## src/rtl/mfc_pkg.sv

```systemverilog
package mfc_pkg;
  localparam int unsigned CMD_W      = 32;
  localparam int unsigned DATA_W     = 16;
  localparam int unsigned PRE_BITS   = 32;
  localparam int unsigned FRAME_BITS = PRE_BITS + CMD_W;
  localparam int unsigned IDX_W      = $clog2(FRAME_BITS);
  localparam int unsigned SEL_W      = 3;
  localparam int unsigned HC_W       = 6;
  // bit index where a read releases the line (turnaround start)
  localparam int unsigned RD_REL_IDX = FRAME_BITS - DATA_W - 2;
  localparam int unsigned RD_DAT_IDX = FRAME_BITS - DATA_W;
  localparam logic [1:0]  OP_RD      = 2'b10;

  typedef enum logic [SEL_W-1:0] {
    DIV8  = 3'd0,
    DIV16 = 3'd1,
    DIV32 = 3'd2,
    DIV64 = 3'd3,
    DIV48 = 3'd4,
    DIV96 = 3'd5
  } div_sel_e;

  function automatic logic [HC_W-1:0] half_period(input logic [SEL_W-1:0] sel);
    case (sel)
      DIV8:    half_period = HC_W'(4);
      DIV16:   half_period = HC_W'(8);
      DIV32:   half_period = HC_W'(16);
      DIV48:   half_period = HC_W'(24);
      DIV96:   half_period = HC_W'(48);
      default: half_period = HC_W'(32);
    endcase
  endfunction
endpackage

```

## src/rtl/mfc_clk_gen.sv

```systemverilog
module mfc_clk_gen
  import mfc_pkg::*;
(
  input  logic             clk_i,
  input  logic             rst_ni,
  input  logic             run_i,
  input  logic [SEL_W-1:0] div_sel_i,
  output logic             mdc_o,
  output logic             rise_o,
  output logic             fall_o
);
  logic [SEL_W-1:0] sel_q;
  logic [HC_W-1:0]  hc_q;
  logic [HC_W-1:0]  half;
  logic             mdc_q;
  logic             wrap;

  assign half = half_period(sel_q);
  assign wrap = (hc_q == half - HC_W'(1));

  always_ff @(posedge clk_i or negedge rst_ni) begin
    if (!rst_ni) begin
      sel_q <= '0;
      hc_q  <= '0;
      mdc_q <= 1'b0;
    end else if (!run_i) begin
      sel_q <= div_sel_i;   // divisor frozen for the frame
      hc_q  <= '0;
      mdc_q <= 1'b0;
    end else if (wrap) begin
      hc_q  <= '0;
      mdc_q <= ~mdc_q;
    end else begin
      hc_q  <= hc_q + HC_W'(1);
    end
  end

  assign mdc_o  = mdc_q;
  assign rise_o = run_i & wrap & ~mdc_q;
  assign fall_o = run_i & wrap &  mdc_q;


  frame_ends_low_chk: assert property (@(posedge clk_i) disable iff (!rst_ni)
    $fell(run_i) |-> (!mdc_q && $past(mdc_q)));
endmodule

```

## src/rtl/mfc_frame_seq.sv

```systemverilog
module mfc_frame_seq
  import mfc_pkg::*;
(
  input  logic             clk_i,
  input  logic             rst_ni,
  input  logic             port_en_i,
  input  logic             cmd_we_i,
  input  logic [CMD_W-1:0] cmd_wdata_i,
  input  logic             rise_i,
  input  logic             fall_i,
  input  logic             mdio_i,
  output logic             busy_o,
  output logic [CMD_W-1:0] cmd_o,
  output logic             mdio_o,
  output logic             mdio_oe_o
);
  logic             busy_q;
  logic [IDX_W-1:0] idx_q;
  logic [CMD_W-1:0] cmd_q;
  logic             start;
  logic             is_rd;
  logic             tx_bit;

  assign start = cmd_we_i & ~busy_q & port_en_i;
  assign is_rd = (cmd_q[29:28] == OP_RD);

  always_ff @(posedge clk_i or negedge rst_ni) begin
    if (!rst_ni) begin
      busy_q <= 1'b0;
      idx_q  <= '0;
      cmd_q  <= '0;
    end else if (start) begin
      busy_q <= 1'b1;
      idx_q  <= '0;
      cmd_q  <= cmd_wdata_i;
    end else if (busy_q) begin
      if (rise_i && is_rd && idx_q >= IDX_W'(RD_DAT_IDX))
        cmd_q[DATA_W-1:0] <= {cmd_q[DATA_W-2:0], mdio_i};
      if (fall_i) begin
        if (idx_q == IDX_W'(FRAME_BITS - 1)) busy_q <= 1'b0;
        else                                 idx_q  <= idx_q + IDX_W'(1);
      end
    end
  end

  // preamble is all ones; command bit 31 goes first
  assign tx_bit    = idx_q[IDX_W-1] ? cmd_q[~idx_q[IDX_W-2:0]] : 1'b1;
  assign mdio_oe_o = busy_q & (~is_rd | (idx_q < IDX_W'(RD_REL_IDX)));
  assign mdio_o    = mdio_oe_o & tx_bit;
  assign busy_o    = busy_q;
  assign cmd_o     = cmd_q;


  start_needs_write_chk: assert property (@(posedge clk_i) disable iff (!rst_ni)
    $rose(busy_q) |-> $past(cmd_we_i && port_en_i));

  bit_step_chk: assert property (@(posedge clk_i) disable iff (!rst_ni)
    (busy_q && $past(busy_q)) |-> (idx_q == $past(idx_q) || idx_q == $past(idx_q) + IDX_W'(1)));

  busy_write_ignored_chk: assert property (@(posedge clk_i) disable iff (!rst_ni)
    (busy_q && cmd_we_i) |=> $stable(cmd_q[CMD_W-1:DATA_W]));

  disabled_write_ignored_chk: assert property (@(posedge clk_i) disable iff (!rst_ni)
    (!busy_q && cmd_we_i && !port_en_i) |=> (!busy_q && $stable(cmd_q)));
endmodule

```

## src/rtl/mgmt_frame_ctrl.sv

```systemverilog
module mgmt_frame_ctrl
  import mfc_pkg::*;
(
  input  logic             clk_i,
  input  logic             rst_ni,
  input  logic             port_en_i,
  input  logic [SEL_W-1:0] div_sel_i,
  input  logic             cmd_we_i,
  input  logic [CMD_W-1:0] cmd_wdata_i,
  output logic [CMD_W-1:0] cmd_rdata_o,
  output logic             idle_o,
  output logic             mdc_o,
  output logic             mdio_o,
  output logic             mdio_oe_o,
  input  logic             mdio_i
);
  logic busy, rise, fall;

  mfc_clk_gen u_clk_gen (
    .clk_i     (clk_i),
    .rst_ni    (rst_ni),
    .run_i     (busy),
    .div_sel_i (div_sel_i),
    .mdc_o     (mdc_o),
    .rise_o    (rise),
    .fall_o    (fall)
  );

  mfc_frame_seq u_frame_seq (
    .clk_i       (clk_i),
    .rst_ni      (rst_ni),
    .port_en_i   (port_en_i),
    .cmd_we_i    (cmd_we_i),
    .cmd_wdata_i (cmd_wdata_i),
    .rise_i      (rise),
    .fall_i      (fall),
    .mdio_i      (mdio_i),
    .busy_o      (busy),
    .cmd_o       (cmd_rdata_o),
    .mdio_o      (mdio_o),
    .mdio_oe_o   (mdio_oe_o)
  );

  assign idle_o = ~busy;


  idle_quiet_chk: assert property (@(posedge clk_i) disable iff (!rst_ni)
    idle_o |-> (!mdc_o && !mdio_oe_o));
endmodule

```

## config.mk

```make
export PLATFORM = sky130hd
export DESIGN_NAME = mgmt_frame_ctrl
export DESIGN_NICKNAME = d
export VERILOG_FILES = /design/src/rtl/mfc_pkg.sv /design/src/rtl/mfc_clk_gen.sv /design/src/rtl/mfc_frame_seq.sv /design/src/rtl/mgmt_frame_ctrl.sv
export SDC_FILE = /design/constraint.sdc
export NUM_CORES = 1
export LEC_CHECK = 0
export ABC_CLOCK_PERIOD_IN_PS = 3100
export BUFFER_PORTS_ARGS = -buffer_cell sky130_fd_sc_hd__buf_2
export CORE_MARGIN = 4
export CORE_UTILIZATION = 50
export DETAILED_ROUTE_END_ITERATION = 16
export PLACE_DENSITY = 0.77
export SYNTH_ARGS = -nofsm -noshare
export SYNTH_HDL_FRONTEND = slang
export SYNTH_SLANG_ARGS = --single-unit
```

## constraint.sdc

```tcl
create_clock -name clk_i -period 3.1 [get_ports clk_i]
set_input_delay 0.93 -clock clk_i [delete_from_list [all_inputs] [get_ports clk_i]]
set_output_delay 0.93 -clock clk_i [all_outputs]
set_load 0.05 [all_outputs]
```

==> flow_metrics.py <==
metrics = {
    "worst_setup_path": {
        "cp-start-kind": "flip-flop",
        "critPathRequiredTime_ns": 2.17,
        "path_class": "flip-flop to output port",
        "cp_slowest_cell": "mux4_2",
        "critPathTopFamily": "compound AO/OA/AOI/OAI gates",
        "critPathMaxFanout": 3,
        "arrival_ns": 2.08,
        "max_stage_delay_ns": 0.49,
        "cp_num_buf_inv": 1,
        "path_cells": "mux4_2 -> nor2b_1 -> a211oi_2 -> a211oi_1 -> o31a_1 -> buf_6",
        "crit_path_end_kind": "output port",
    },
    "global_routing": {
        "antenna_found_initial": 0,
        "grt_max_degree": 33,
        "grt_util_all_layers_pct": 19.9,
        "use_met1_pct": 27.6,
        "grt_util_met3_pct": 5.10,
        "grt-ovfl-total": 0,
        "grt_util_met2_pct": 32.0,
        "grt_pass1_vias": 2055,
        "top_usage_layer": "met2",
        "grt_first_pass_wirelength_um": 9820,
    },
    "layout": {
        "utilization_pct": 65.1,
        "stdcell_count": 397,
        "drive_gt1_share_pct": 33.3,
        "synthToLayoutAreaGrowth_pct": 23.5,
        "n_antenna_cell": 0,
        "layout.nets": 372,
    },
    "yosys": {
        "synth_cell_types": 43,
        "ys_warn_count": 0,
        "synth-async-reset-ratio_pct": 100,
        "yosysTopAreaCellShare_pct": 48.3,
        "synth_cells": 252,
        "synth_area_leaders": "dfrtp_1, nand2_1, mux4_2, mux2i_1, nor2_1",
        "synth_seq_area_share_pct": 48.3,
        "syn_nets": 294,
        "ys.flop_type": "dfrtp_1",
        "synth_edf_count": 0,
        "synth_common_cells": "nand2_1, dfrtp_1, nor2_1, mux2i_1",
        "yosysTopAreaCell": "dfrtp_1",
        "ys_ff_latch": 49,
        "avgSynthCellArea_um2": 10.1,
        "yosysMostFrequentCell": "nand2_1",
        "syn_area_um2": 2540,
    },
    "detailed_routing": {
        "vias_per_cell": 5.41,
        "firstDrtPassIters": 4,
        "wire_per_inst_um": 14.8,
        "dr_total_vias": 2147,
        "drc": 0,
        "drt_wl_total_um": 5860,
        "drtAntennaViolNets": 0,
        "drt_iter0_drc": 130,
    },
    "clock_tree": {
        "clockBufferDepth": 2,
        "cts_tree": "yes",
        "clk_pin_slew_ns": 0.08,
        "cts_htree_levels": 2,
        "cts_num_sinks": 49,
        "worstSkewPairLatency_ns": 0.29,
        "cts_made_buffers": 5,
        "root_buffer": "clkbuf_8",
        "ctsHoldBuffers": 0,
    },
    "pwr": {
        "p_clk_share_pct": 18.1,
        "p_total_mw": 2.02,
        "swShare_pct": 37.9,
        "p_switching_mw": 0.766,
        "powerDensity_nw_per_um2": 645,
        "p_leak_nw": 1.56,
        "p_int_mw": 1.26,
        "vdd_drop_max_v": 0.000323,
        "p_seq_share_pct": 44.3,
        "pwr-share-comb_pct": 37.6,
    },
    "die": {
        "coreArea_um2": 4820,
        "start_util_pct": 52.7,
        "rows": 25,
        "io_pins": 76,
        "die_y_um": 79.3,
        "dieWidth_um": 79.3,
        "dieArea_um2": 6280,
    },
    "placement": {
        "io_buffers": 75,
        "gp_congestion": 0.792,
        "placed_cells": 389,
        "hpwl_um": 4420,
    },
    "sta": {
        "finalHoldViolCount": 0,
        "drv_slew": 0,
        "fmax_mhz": 332,
        "whs_ns": 0.466,
        "skew_ns": 0.00585,
        "setup_viol_count_final": 0,
        "finalCritPeriodShare_pct": 97.1,
        "worst_pin_slew_ns": 0.892,
        "slew_headroom_pct": 40.4,
        "finalCriticalPeriod_ns": 3.01,
    },
    "hold_path": {
        "hp-class": "flip-flop to flip-flop",
    },
    "flow_run": {
        "cap_violations": 0,
    },
    "outcome": {
        "status": "finished clean",
    },
}
## final timing paths
check | start | endpoint | slack [ns] | cells after the start
min in group asynchronous | rst_ni | u_frame_seq.cmd_o[19]$_DFFE_PN0P_ | 0.68 | 1
max in group asynchronous | rst_ni | u_frame_seq.cmd_o[15]$_DFFE_PN0P_ | 1.77 | 2
worst max register to register | u_clk_gen.sel_q[0]$_DFFE_PN0N_ | u_frame_seq.cmd_o[4]$_DFFE_PN0P_ | 0.85 | 7
worst min-delay path | u_clk_gen.hc_q[0]$_DFF_PN0_ | u_clk_gen.hc_q[0]$_DFF_PN0_ | 0.47 | 1
worst min register to register | u_clk_gen.hc_q[0]$_DFF_PN0_ | u_clk_gen.hc_q[0]$_DFF_PN0_ | 0.47 | 1
worst max-delay path | u_frame_seq.idx_q[0]$_DFFE_PN0P_ | mdio_o | 0.09 | 6
## cell type report
cell class | count | area (µm²)
fill | 426 | 1680
multi-input combinational | 185 | 1230
sequential | 49 | 1230
timing repair buffer | 86 | 489
clock buffer | 7 | 86.3
tap | 67 | 83.8
inverter | 3 | 13.8
## state kept, by name (all words and copies together) (netlist names)
name	count
u_frame_seq.busy_o	1
u_clk_gen.hc_q	6
u_clk_gen.sel_q	3
u_clk_gen.mdc_o	1
u_frame_seq.idx_q	6
u_frame_seq.cmd_o	32
## layer usage
layer / up-vias / wire length, µm
met2: 64 / 2840
met4: 0 / 33
met1: 1038 / 2620
met3: 4 / 363
li1: 1041 / -
met5: - / 0
## cells by family (layout without fill, tap and decap cells)
kind of cell | count (synthesis) | in the layout | synth area share, %
xor gates and xnor gates | 7 | 7 | 2.42
DFF | 49 | 49 | 48.3
buffers and inverters | 18 | 96 | 3.25
AOI/OAI and AO/OA | 47 | 47 | 13.9
muxes | 21 | 21 | 11.9
and+or+nand+nor | 108 | 108 | 19.2
adders and majority gates | 2 | 2 | 0.986
## power by group through the flow
stage	combinational, mW	clock, mW	sequential (mW)
after floorplan	0.382	0	1.05
after global placement	0.704	0	0.894
after detailed placement	0.719	0	0.902
after CTS	0.725	0.376	0.891
after global routing	0.827	0.402	0.916
final	0.760	0.366	0.895
## repair_timing
action	4_1_cts	5_1_grt
buffers inserted	0	1
gates resized for setup	2	5
setup endpoints to repair	1	1
pin swaps	1	0
hold endpoints to repair	0	0
## through the flow
step           setup TNS [ns]  cell area, µm²  setup slack, ns
2_1_floorplan               0            2540           0.0378
3_3_place_gp                0            3000            0.292
3_5_place_dp                0            3000            0.286
4_1_cts                     0            3100           0.0153
5_1_grt               -0.0236            3140          -0.0236
6_report                    0            3140           0.0890
## cells in the final DEF, fill, tap and decap left out, drive strengths merged, types with 3 or more instances in the layout
cell type and count:
clkbuf 7, mux4 7, a211oi 4, dfrtp 49
xnor2 5, nor2 24, mux2i 11, o21ai 5
a22o 10, mux2 3, nand3b 3, buf 86
nand4 3, nor2b 3, nand2 55, a21o 10
nand3 8, inv 3, a21oi 9
(Power assumes the default switching activity.)
